[src/rtl/cardclk_pkg.sv]
package cardclk_pkg;

    typedef enum logic {
        BURST_IDLE = 1'b0,
        BURST_RUN  = 1'b1
    } burst_state_e;

    function automatic logic exp_is_legal(input int unsigned value, input int unsigned max_exp);
        return value <= max_exp;
    endfunction

endpackage

[src/rtl/cardclk_rate.sv]
module cardclk_rate #(
    parameter int MAX_EXP = 6,
    parameter int RATE_W  = 3
) (
    input  logic              clk,
    input  logic              rst_n,
    input  logic              wr_i,
    input  logic [RATE_W-1:0] val_i,
    input  logic              running_i,
    output logic [RATE_W-1:0] rate_o
);
    typedef struct packed {
        logic [RATE_W-1:0] rate;
    } rate_st_t;

    rate_st_t st_d, st_q;

    always_comb begin
        st_d = st_q;
        if (wr_i && !running_i &&
            cardclk_pkg::exp_is_legal(int'(val_i), MAX_EXP)) begin
            st_d.rate = val_i;
        end
    end

    always_ff @(posedge clk or negedge rst_n) begin
        if (!rst_n) begin
            st_q.rate <= RATE_W'(MAX_EXP);
        end else begin
            st_q <= st_d;
        end
    end

    assign rate_o = st_q.rate;

    assert_rate_legal_R1: assert property (@(posedge clk) disable iff (!rst_n)
        int'(st_q.rate) <= MAX_EXP);

    assert_rate_hold_R3: assert property (@(posedge clk) disable iff (!rst_n)
        (running_i && $past(running_i)) |-> $stable(st_q.rate));

endmodule

[src/rtl/cardclk_div.sv]
module cardclk_div #(
    parameter int MAX_EXP = 6,
    parameter int RATE_W  = 3,
    localparam int CNT_W  = (MAX_EXP > 0) ? MAX_EXP : 1
) (
    input  logic              clk,
    input  logic              rst_n,
    input  logic [RATE_W-1:0] rate_i,
    input  logic              start_i,
    input  logic              stop_i,
    input  logic              clr_i,
    output logic              card_clk_o,
    output logic              running_o,
    output logic              off_o,
    output logic              period_end_o
);
    typedef struct packed {
        logic             run;
        logic             ck;
        logic             pend;
        logic             off;
        logic             fall;
        logic [CNT_W-1:0] cnt;
    } div_st_t;

    div_st_t st_d, st_q;
    logic [CNT_W-1:0] half_lim;
    logic             halt;

    always_comb begin
        half_lim = CNT_W'((({(CNT_W+1){1'b0}} | (CNT_W+1)'(1)) << rate_i) - (CNT_W+1)'(1));
    end

    always_comb begin
        st_d      = st_q;
        st_d.fall = 1'b0;
        halt      = 1'b0;
        if (!st_q.run) begin
            if (start_i && !stop_i) begin
                st_d.run = 1'b1;
                st_d.ck  = 1'b0;
                st_d.cnt = '0;
            end
        end else begin
            if (stop_i) begin
                st_d.pend = 1'b1;
            end
            if (st_q.cnt == half_lim) begin
                st_d.cnt = '0;
                st_d.ck  = ~st_q.ck;
                if (st_q.ck) begin
                    st_d.fall = 1'b1;
                    if (st_q.pend || stop_i) begin
                        st_d.run  = 1'b0;
                        st_d.pend = 1'b0;
                        halt      = 1'b1;
                    end
                end
            end else begin
                st_d.cnt = st_q.cnt + 1'b1;
            end
        end
        if (halt) begin
            st_d.off = 1'b1;
        end else if (clr_i) begin
            st_d.off = 1'b0;
        end
    end

    always_ff @(posedge clk or negedge rst_n) begin
        if (!rst_n) begin
            st_q <= '0;
        end else begin
            st_q <= st_d;
        end
    end

    assign card_clk_o   = st_q.ck;
    assign running_o    = st_q.run;
    assign off_o        = st_q.off;
    assign period_end_o = st_q.fall;

    assert_parked_low_R5: assert property (@(posedge clk) disable iff (!rst_n)
        !st_q.run |-> !st_q.ck);

    assert_halt_after_high_R5: assert property (@(posedge clk) disable iff (!rst_n)
        $fell(st_q.run) |-> $past(st_q.ck));

    assert_flag_on_halt_R7: assert property (@(posedge clk) disable iff (!rst_n)
        $fell(st_q.run) |-> st_q.off);

    assert_cnt_in_range_R1: assert property (@(posedge clk) disable iff (!rst_n)
        st_q.run |-> (st_q.cnt <= half_lim));

endmodule

[src/rtl/cardclk_init.sv]
module cardclk_init #(
    parameter int INIT_CYCLES = 80,
    localparam int ICW = $clog2(INIT_CYCLES + 1)
) (
    input  logic clk,
    input  logic rst_n,
    input  logic go_i,
    input  logic init_i,
    input  logic period_end_i,
    output logic busy_o,
    output logic launch_o
);
    import cardclk_pkg::*;

    typedef struct packed {
        burst_state_e   state;
        logic [ICW-1:0] cnt;
        logic           launch;
    } init_st_t;

    init_st_t st_d, st_q;

    always_comb begin
        st_d        = st_q;
        st_d.launch = 1'b0;
        case (st_q.state)
            BURST_IDLE: begin
                if (go_i) begin
                    if (init_i) begin
                        st_d.state = BURST_RUN;
                        st_d.cnt   = '0;
                    end else begin
                        st_d.launch = 1'b1;
                    end
                end
            end
            BURST_RUN: begin
                if (period_end_i) begin
                    if (st_q.cnt == ICW'(INIT_CYCLES - 1)) begin
                        st_d.state  = BURST_IDLE;
                        st_d.launch = 1'b1;
                    end else begin
                        st_d.cnt = st_q.cnt + 1'b1;
                    end
                end
            end
            default: st_d.state = BURST_IDLE;
        endcase
    end

    always_ff @(posedge clk or negedge rst_n) begin
        if (!rst_n) begin
            st_q.state  <= BURST_IDLE;
            st_q.cnt    <= '0;
            st_q.launch <= 1'b0;
        end else begin
            st_q <= st_d;
        end
    end

    assign busy_o   = (st_q.state == BURST_RUN);
    assign launch_o = st_q.launch;

    assert_burst_ends_in_launch_R9: assert property (@(posedge clk) disable iff (!rst_n)
        $fell(busy_o) |-> st_q.launch);

    assert_burst_cnt_bound_R9: assert property (@(posedge clk) disable iff (!rst_n)
        busy_o |-> (st_q.cnt <= ICW'(INIT_CYCLES - 1)));

    assert_no_launch_mid_burst_R10: assert property (@(posedge clk) disable iff (!rst_n)
        (busy_o && $past(busy_o)) |-> !st_q.launch);

endmodule

[src/rtl/cardclk_gen.sv]
module cardclk_gen #(
    parameter int MAX_EXP     = 6,
    parameter int INIT_CYCLES = 80,
    localparam int RATE_W     = $clog2(MAX_EXP + 1)
) (
    input  logic              clk,
    input  logic              rst_n,
    input  logic              rate_wr,
    input  logic [RATE_W-1:0] rate_in,
    input  logic              start_stb,
    input  logic              stop_stb,
    input  logic              off_clr,
    input  logic              cmd_go,
    input  logic              cmd_init,
    output logic              card_clk,
    output logic              clk_running,
    output logic              clk_off,
    output logic [RATE_W-1:0] rate_out,
    output logic              init_busy,
    output logic              cmd_launch
);
    logic [RATE_W-1:0] rate_w;
    logic              running_w;
    logic              period_end_w;

    cardclk_rate #(.MAX_EXP(MAX_EXP), .RATE_W(RATE_W)) u_rate (
        .clk       (clk),
        .rst_n     (rst_n),
        .wr_i      (rate_wr),
        .val_i     (rate_in),
        .running_i (running_w),
        .rate_o    (rate_w)
    );

    cardclk_div #(.MAX_EXP(MAX_EXP), .RATE_W(RATE_W)) u_div (
        .clk          (clk),
        .rst_n        (rst_n),
        .rate_i       (rate_w),
        .start_i      (start_stb),
        .stop_i       (stop_stb),
        .clr_i        (off_clr),
        .card_clk_o   (card_clk),
        .running_o    (running_w),
        .off_o        (clk_off),
        .period_end_o (period_end_w)
    );

    cardclk_init #(.INIT_CYCLES(INIT_CYCLES)) u_init (
        .clk          (clk),
        .rst_n        (rst_n),
        .go_i         (cmd_go),
        .init_i       (cmd_init),
        .period_end_i (period_end_w),
        .busy_o       (init_busy),
        .launch_o     (cmd_launch)
    );

    assign clk_running = running_w;
    assign rate_out    = rate_w;

endmodule

[config.mk]
export PLATFORM = sky130hd
export DESIGN_NAME = cardclk_gen
export DESIGN_NICKNAME = d
export VERILOG_FILES = /design/src/rtl/cardclk_pkg.sv /design/src/rtl/cardclk_rate.sv /design/src/rtl/cardclk_div.sv /design/src/rtl/cardclk_init.sv /design/src/rtl/cardclk_gen.sv
export SDC_FILE = /design/constraint.sdc
export NUM_CORES = 1
export LEC_CHECK = 0
export BUFFER_PORTS_ARGS = -buffer_cell sky130_fd_sc_hd__clkbuf_2
export CAP_MARGIN = 0
export CORE_MARGIN = 5
export CORE_UTILIZATION = 49
export CTS_CLUSTER_SIZE = 12
export DETAILED_ROUTE_END_ITERATION = 6
export HOLD_SLACK_MARGIN = 0.08
export PLACE_DENSITY = 0.85
export SLEW_MARGIN = 20
export SYNTH_ARGS = -nofsm -noshare
export SYNTH_HDL_FRONTEND = slang
export SYNTH_SLANG_ARGS = --single-unit
[constraint.sdc]
create_clock -name clk -period 1.71 [get_ports clk]
set_input_delay 0.342 -clock clk [delete_from_list [all_inputs] [get_ports clk]]
set_output_delay 0.342 -clock clk [all_outputs]
set_load 0.02 [all_outputs]
==> flow_metrics.tcl, run 1 <==
set metrics [dict create \
    status "finished, violations left" \
    violations "negative setup slack" \
    grt_pass1_vias 1220 \
    cp-start-kind "flop" \
    ys.flop_type "dfrtp_1" \
    vias_per_cell 6.05 \
    avgSynthCellArea_um2 9.03 \
    die_x_um 60.1 \
    clockBufferDepth 2 \
    ys_seq_elements 23 \
    p_int_mw 1.60 \
    fin_setup_tns_ps -125 \
    drt_wl_total_um 3270 \
    rsz0062_at_grt "yes" \
    drc 0 \
    stdcell_area_mm2 0.00161 \
    synth_top_area_frac 0.428 \
    worst-slew-pin-transition_ps 563 \
    io_buffers 18 \
    nNetsFinal 191 \
    cts_inserted_buffers 3 \
    critPathArrivalTime_ps 2040 \
    r2r_slack_ps -80 \
    fin_ws_ps -82.3 \
    clk_pin_slew_ps 130 \
    grt_first_pass_wirelength_um 5230 \
    drt-met1-wl_um 1360 \
    whs_ps 232 \
    antenna_cells 0 \
    drtIter0Drc 101 \
    powerDensity_mw_per_mm2 1780 \
    synthArstFlopShare 1.00 \
    cts_tree "done" \
    synth_fp_nets 149 \
    core.rowCount 18 \
    hold_viol_final 0 \
    syn_inst 136 \
    peakVddDrop_uv 1180 \
    antenna_found_initial 0 \
    dpl_cell_area_mm2 0.00148 \
    fillers 192 \
    dieArea_mm2 0.00361 \
    cts-root-buf "clkbuf_4" \
    grt_overflow_total 0 \
    post-place-ws_ps -102 \
    dr_wl_met3_um 172 \
    highest_layer "met4" \
    yosysUniqueCellTypes 40 \
    endpoint_kind "flop" \
    yosysTopAreaCell "dfrtp_1" \
    finalWeightedCongestion 0.904 \
    finalCriticalPeriod_ps 1790 \
    coreArea_mm2 0.00243 \
    ioPinCount 19 \
    synth.cell_area_mm2 0.00123 \
    final_common_cell "dfrtp_1" \
    required_ps 1950 \
    layout_common_cells "dfrtp_1, buf_4, clkbuf_2" \
    ys_seq_area_frac 0.471 \
    synth_edf_count 0 \
    area_delta_synth_final_pct 31.5 \
    synth_warnings 0 \
    finalSetupViolCount 3 \
    htree_num_levels 1 \
    relSlewSlack 0.625 \
    combPwrFrac 0.571 \
    p_sw_mw 1.28 \
    detail_route.first_pass.iterations 4 \
    drtAntennaViolNets 0 \
    seqPwrFrac 0.342 \
    insertion_delay_ps 310 \
    place_hpwl_um 2280 \
    drv_cap 0 \
    fmax_mhz 558 \
    worstPathMaxFanout 2 \
    wl_met2_um 1600 \
    clkPwrFrac 0.087 \
    crit_type "reg2reg" \
    layout-drive-gt1-share 0.339 \
    post-route-util 0.664 \
    drv_slew 0 \
    p_leak_nw 0.720 \
    synth_area_leaders "dfrtp_1, a21oi_1, nand2_1" \
    switching_share 0.444 \
    track_usage 0.192 \
    hold_path.class "in2reg" \
    via_count 1252 \
    grt_max_degree 24 \
    fin_skew_ps 6.11 \
    die_y_um 60.1 \
    min_period_over_period 1.05 \
    numClockSinks 23 \
    start_util 0.505 \
    wl_per_cell_um 15.8 \
]
==> per-stage QoR <==
stage          std cells  total power [mW]
2_1_floorplan        136              1.81
6_report             207              2.87
3_3_place_gp         198              2.28
5_1_grt              207              3.09
4_1_cts              206              2.74
3_5_place_dp         198              2.38
==> synthesized netlist by cell type, drive strengths merged (2+ instances only) <==
master and instances:
a21oi 14, nand3 5, inv 6, a311oi 2
nand4 2, or3 2, o31ai 2, nand2 17
a22oi 2, o21ai 12, nor2 14, nor3 3
a211oi 2, clkbuf 2, ha 2, o22a 3
dfrtp 21, nand3b 2, or4 2, dfstp 2
a2bb2oi 2
==> kinds of logic after synthesis <==
kind of cell,share of synthesized area
compound gates,0.261
xor+xnor,0.0143
fa+ha+maj,0.0285
buf+inv,0.0245
flops,0.471
mux,0.00816
simple gates,0.193
==> power groups by stage <==
| stage | sequential (mW) | combinational (mW) | clock [mW] |
|---|---|---|---|
| floorplan | 1.06 | 0.752 | 0 |
| global placement | 0.965 | 1.32 | 0 |
| detailed placement | 0.979 | 1.40 | 0 |
| CTS | 0.973 | 1.51 | 0.256 |
| global route | 1.01 | 1.79 | 0.290 |
| finish | 0.983 | 1.64 | 0.250 |
==> critical path, stage by stage, from the launching register on <==
cell and delay [ps]:
dfrtp_1 400, or4_4 550, a21oi_4 140, a31oi_2 60
or4_1 480, o211ai_1 100
==> final cells by class <==
cell class	instances	area, um2	area share
Clock inverter	1	5.00	0.00310
Sequential cell	23	578	0.358
Multi-Input combinational cell	105	694	0.430
Inverter	6	22.5	0.0140
Clock buffer	3	22.5	0.0140
Tap cell	30	37.5	0.0233
Timing Repair Buffer	39	254	0.157
==> registers in the layout, indices dropped and copies added (netlist names) <==
signal / count
u_div.st_q: 7
u_rate.rate_o: 3
u_div.off_o: 1
u_init.launch_o: 1
u_init.busy_o: 1
u_div.running_o: 1
u_div.card_clk_o: 1
u_init.st_q: 7
u_div.period_end_o: 1
==> per-layer routing <==
layer,up-vias,global-route usage
met4,0,0.101
met5,-,0
li1,584,-
met1,589,0.228
met3,20,0.0346
met2,59,0.327
==> final timing paths <==
check | start | to | cells after the start
max | u_div.st_q[1] | u_div.card_clk_o | 5
min | cmd_init | u_init.launch_o | 2
max reg2reg | u_div.st_q[1] | u_div.card_clk_o | 5
min reg2reg | u_div.off_o | u_div.off_o | 1
max in group asynchronous | rst_n | u_rate.rate_o[1] | 2
min in group asynchronous | rst_n | u_div.st_q[5] | 2
==> what timing repair did <==
| action | in CTS | in global routing |
|---|---|---|
| gates cloned | 0 | 0 |
| pin swaps | 5 | 5 |
| gates resized for setup | 9 | 10 |
| setup buffers | 3 | 1 |
| hold endpoints to repair | 21 | 0 |
| setup endpoints to repair | 10 | 15 |
| hold buffers | 1 | 0 |
Power figures use the tool's default switching activity.
==> run 2: changes to the inputs <==
Settings changed: CORE_UTILIZATION 49 to 55, PLACE_DENSITY 0.85 to 0.9.
Clock period 1.71 ns to 2 ns, I/O delays scaled along.
==> run 2 against run 1 <==
Net effect:
- the flow now finishes without violations
- register-to-register slack improved by 150 ps
- count of clock-buffer cells in the layout rose by 1
- first-iteration DRC count fell by 23%
- setup slack improved by 150 ps
- critical path depth did not move
- sequential share of layout area rose by 5.0 points
- hold slack improved by 85 ps
- die area fell by 9.1%
- final area fell by 12%
- core utilization fell by 1.1 points
- combinational power fell by 41%
- largest cell class unchanged
==> flow_metrics.tcl, run 2 (synthesis gave the netlist of run 1 again) <==
set metrics [dict create \
    min_from "cmd_init" \
    postCtsSetupBuffers 0 \
    post-route-util 0.653 \
    cp_common_cell "or4_1" \
    min_period_over_period 0.964 \
    cts_inserted_buffers 3 \
    drv_cap 0 \
    drc 0 \
    critPathArrivalTime_ps 2160 \
    dr_wl_met3_um 130 \
    wl_met2_um 1470 \
    powerDensity_mw_per_mm2 1470 \
    grt_pass1_vias 1151 \
    fillers 176 \
    cts_tree "done" \
    endpoint_kind "flop" \
    via_count 1177 \
    crit_path_max_incr_delay_ps 570 \
    antenna_cells 0 \
    final_common_cell "dfrtp_1" \
    cp-start-kind "flop" \
    rsz0062_at_grt "no" \
    post-place-ws_ps 97.2 \
    worstPathMaxFanout 7 \
    drv_slew 0 \
    ioPinCount 19 \
    p_leak_nw 0.625 \
    highest_layer "met4" \
    grt_overflow_total 0 \
    hold_path.class "in2reg" \
    worst-slew-pin-transition_ps 575 \
    finalSetupViolCount 0 \
    die_y_um 57.2 \
    wl_per_cell_um 14.9 \
    start_util 0.566 \
    required_ps 2230 \
    fmax_mhz 518 \
    finalCriticalPeriod_ps 1930 \
    relSlewSlack 0.616 \
    place_hpwl_um 2110 \
    io_buffers 18 \
    drt_wl_total_um 2810 \
    grt_max_degree 24 \
    hold_viol_final 0 \
    antenna_found_initial 0 \
    slowest_stage "or4_1" \
    peakVddDrop_uv 1150 \
    fin_skew_ps 1.53 \
    insertion_delay_ps 300 \
    core.rowCount 17 \
    clk_pin_slew_ps 120 \
    path_delay_family "simple AND/OR/NAND/NOR gates" \
    status "completed" \
    drtAntennaViolNets 0 \
    drt-met1-wl_um 1160 \
    crit_type "reg2reg" \
    vias_per_cell 6.23 \
    layout_common_cells "dfrtp_1, clkbuf_2, nand2_1" \
    totalPowerFinal_mw 2.08 \
    area_delta_synth_final_pct 15.4 \
    crit_start "u_rate.rate_o[2]" \
    fin_setup_tns_ps 0 \
    numClockSinks 23 \
    drtIter0Drc 78 \
    clockBufferDepth 2 \
    r2r-start "u_rate.rate_o[2]" \
    detail_route.first_pass.iterations 4 \
    crit_buf_inv 0 \
    layout-drive-gt1-share 0.193 \
    finalWeightedCongestion 0.911 \
    cts-root-buf "clkbuf_4" \
    grt_first_pass_wirelength_um 4730 \
    critical_path.cell_chain "or4_1, a21oi_2, a31oi_2, or4_1, o211ai_1" \
    coreArea_mm2 0.00217 \
    htree_num_levels 1 \
    fin_ws_ps 71.3 \
    track_usage 0.181 \
    nNetsFinal 175 \
    dieArea_mm2 0.00328 \
    die_x_um 57.2 \
]
==> run 2: changes by cell type in the layout (fill, tap and decap cells not counted), sizes merged <==
cell and delta:
buf -16, clkbuf +1, clkinv -1
==> run 2: what timing repair did <==
| item | 4_1_cts | 5_1_grt |
|---|---|---|
| setup endpoints to repair | 0 | 4 |
| hold buffers | 1 | 0 |
| hold endpoints to repair | 21 | 0 |
| resized for setup | 0 | 1 |
==> run 2: path summary, 6_finish.rpt <==
path	endpoint	slack [ps]	depth (start not counted)
worst min register to register	u_init.st_q[4]	530	1
max in group asynchronous	u_rate.rate_o[2]	1010	2
worst max register to register	u_div.card_clk_o	70	5
min in group asynchronous	u_init.st_q[1]	610	2
worst max-delay path	u_div.card_clk_o	70	5
worst min-delay path	u_init.launch_o	320	2
==> run 2: power breakdown <==
part           switching, mW  internal (mW)  leakage [nW]
clock                  0.129         0.0778        0.0150
sequential             0.251          0.651         0.266
combinational          0.544          0.429         0.344
==> run 2: metrics by stage <==
step | cell area [um2] | hold WS (ps) | cells
floorplan | 1230 | 104 | 136
global placement | 1380 | 415 | 184
detailed placement | 1380 | 417 | 184
CTS | 1410 | 297 | 189
global route | 1420 | 291 | 189
finish | 1420 | 317 | 189
==> run 2: final cells by class <==
cell class | instances | area, um2 | area share
Multi-Input combinational cell | 105 | 624 | 0.441
Inverter | 6 | 22.5 | 0.0159
Clock buffer | 4 | 26.3 | 0.0186
Sequential cell | 23 | 578 | 0.408
Timing Repair Buffer | 23 | 130 | 0.0919
Tap cell | 28 | 35.0 | 0.0247
==> run 2: per-layer routing <==
metal,vias to the layer above,track usage
met3,12,0.0271
met2,42,0.323
met4,0,0.0894
met5,-,0
li1,554,-
met1,569,0.209
==> run 2: worst reg2reg max path, cell delays in order, from the launching register on <==
cell      delay, ps
dfstp_2         420
or4_1           570
a21oi_2         170
a31oi_2          90
or4_1           500
o211ai_1        110
==> run 3: changes to the inputs <==
Settings changed: CELL_PAD_IN_SITES_DETAIL_PLACEMENT set to 1, CELL_PAD_IN_SITES_GLOBAL_PLACEMENT set to 2, CORE_UTILIZATION 55 to 33, PLACE_DENSITY 0.9 to 0.88.
==> run 3 against run 2 <==
Net effect:
- sequential share of layout area is 1.3 points lower
- critical endpoint unchanged
- via count is 1.7% lower
- highest routed layer unchanged
- combinational power hardly changed
- critical path type unchanged
==> flow_metrics.tcl, run 3 (synthesis gave the netlist of run 1 again) <==
set metrics [dict create \
    status "completed" \
    cts_inserted_buffers 3 \
    powerDensity_mw_per_mm2 1490 \
    insertion_delay_ps 270 \
    postCtsSetupBuffers 0 \
    fillers 451 \
    ioPinCount 19 \
    cts-root-buf "clkbuf_8" \
    fin_cells 210 \
    track_usage 0.129 \
    min_period_over_period 0.918 \
    worstReg2RegEnd "u_div.card_clk_o" \
    vias_per_cell 5.51 \
    core.rowCount 22 \
    critPathArrivalTime_ps 2030 \
    fin_setup_tns_ps 0 \
    whs_ps 118 \
    grt_pass1_vias 1210 \
    numClockSinks 23 \
    finalWeightedCongestion 0.855 \
    required_ps 2190 \
    grt_overflow_total 0 \
    start_util 0.338 \
    drc 0 \
    cts.hold.buffers_added 0 \
    switching_share 0.431 \
    peakVddDrop_uv 633 \
    dp.cells 206 \
    cts_tree "done" \
    multi_input_area_um2 619 \
    regArea_um2 578 \
    layout_common_cells "dfrtp_1, clkbuf_2, nand2_1" \
    fin_skew_ps 9.57 \
    via_count 1157 \
    place_hpwl_um 2430 \
    r2r-start "u_rate.rate_o[2]" \
    endpoint_kind "flop" \
    die_y_um 71.0 \
    area_delta_synth_final_pct 19.1 \
    p_leak_nw 0.641 \
    worstRegToRegCells 5 \
    grt_first_pass_wirelength_um 5390 \
    antenna_found_initial 0 \
    clkPwrFrac 0.135 \
    clk_pin_slew_ps 90 \
    hold_path.class "in2async" \
    wl_per_cell_um 14.8 \
    p_int_mw 1.24 \
    grt_max_degree 24 \
    highest_layer "met4" \
    worst-slew-pin-transition_ps 595 \
    post-route-util 0.402 \
    dieArea_mm2 0.00504 \
    post_cts_resized 0 \
    wl_met2_um 1670 \
    finalSetupViolCount 0 \
    detail_route.first_pass.iterations 4 \
    seqPwrFrac 0.404 \
    finalCriticalPeriod_ps 1840 \
    fmax_mhz 545 \
    crit_type "reg2reg" \
    drt_wl_total_um 3100 \
    drt-met1-wl_um 1330 \
    drtIter0Drc 48 \
    relSlewSlack 0.603 \
    coreArea_mm2 0.00363 \
    layout-drive-gt1-share 0.204 \
    drv_cap 0 \
    htree_num_levels 1 \
    final_common_cell "dfrtp_1" \
    antenna_cells 0 \
    die_x_um 71.0 \
    r2r_slack_ps 160 \
    worstPathMaxFanout 7 \
    drtAntennaViolNets 0 \
    dr_wl_met3_um 78 \
    combPwrFrac 0.461 \
    hold_viol_final 0 \
    clockBufferDepth 2 \
    rsz0062_at_grt "no" \
    p_sw_mw 0.936 \
    io_buffers 18 \
    nNetsFinal 176 \
    drv_slew 0 \
    cp-start-kind "flop" \
]
==> run 3: worst max-delay path by stage <==
stage / startpoint / endpoint / slack (ps) / cells after the start
5_1_grt: u_rate.rate_o[1] / u_div.card_clk_o / 60 / 6
3_5_place_dp: u_rate.rate_o[2] / u_div.card_clk_o / 150 / 5
6_report: u_rate.rate_o[2] / u_div.card_clk_o / 160 / 5
3_3_place_gp: u_rate.rate_o[2] / u_div.card_clk_o / 190 / 5
2_1_floorplan: u_rate.rate_o[0] / u_div.card_clk_o / 180 / 5
4_1_cts: u_rate.rate_o[2] / u_div.card_clk_o / 150 / 5
==> run 3: cell type report <==
cell class                 instances  share of cell area
sequential                        23               0.396
timing repair buffer              24              0.0925
multi-input combinational        105               0.424
clock buffer                       3              0.0283
inverter                           6              0.0154
clock inverter                     1             0.00342
tap                               48              0.0411
==> run 3: critical path: stages, from the launching register on <==
cell      delay, ps
dfstp_2         400
or4_1           540
a21oi_2         150
a31oi_2          80
or4_1           490
o211ai_1        100
==> run 3: metal layers <==
layer,GRT usage,vias up
li1,-,558
met5,0,-
met3,0.0313,4
met4,0.0251,0
met2,0.233,10
met1,0.156,585
==> run 3: stage by stage <==
stage	setup slack, ps	total power [mW]	area, um2
global route	61.7	2.36	1460
floorplan	178	1.53	1230
finish	164	2.17	1460
global placement	186	1.85	1420
CTS	148	2.20	1460
detailed placement	149	1.90	1420
==> run 3: power by group through the flow <==
stage | sequential [mW] | clock [mW] | combinational (mW)
2_1_floorplan | 0.900 | 0 | 0.633
3_3_place_gp | 0.871 | 0 | 0.975
6_report | 0.877 | 0.293 | 1.00
3_5_place_dp | 0.884 | 0 | 1.01
4_1_cts | 0.879 | 0.303 | 1.02
5_1_grt | 0.917 | 0.329 | 1.12
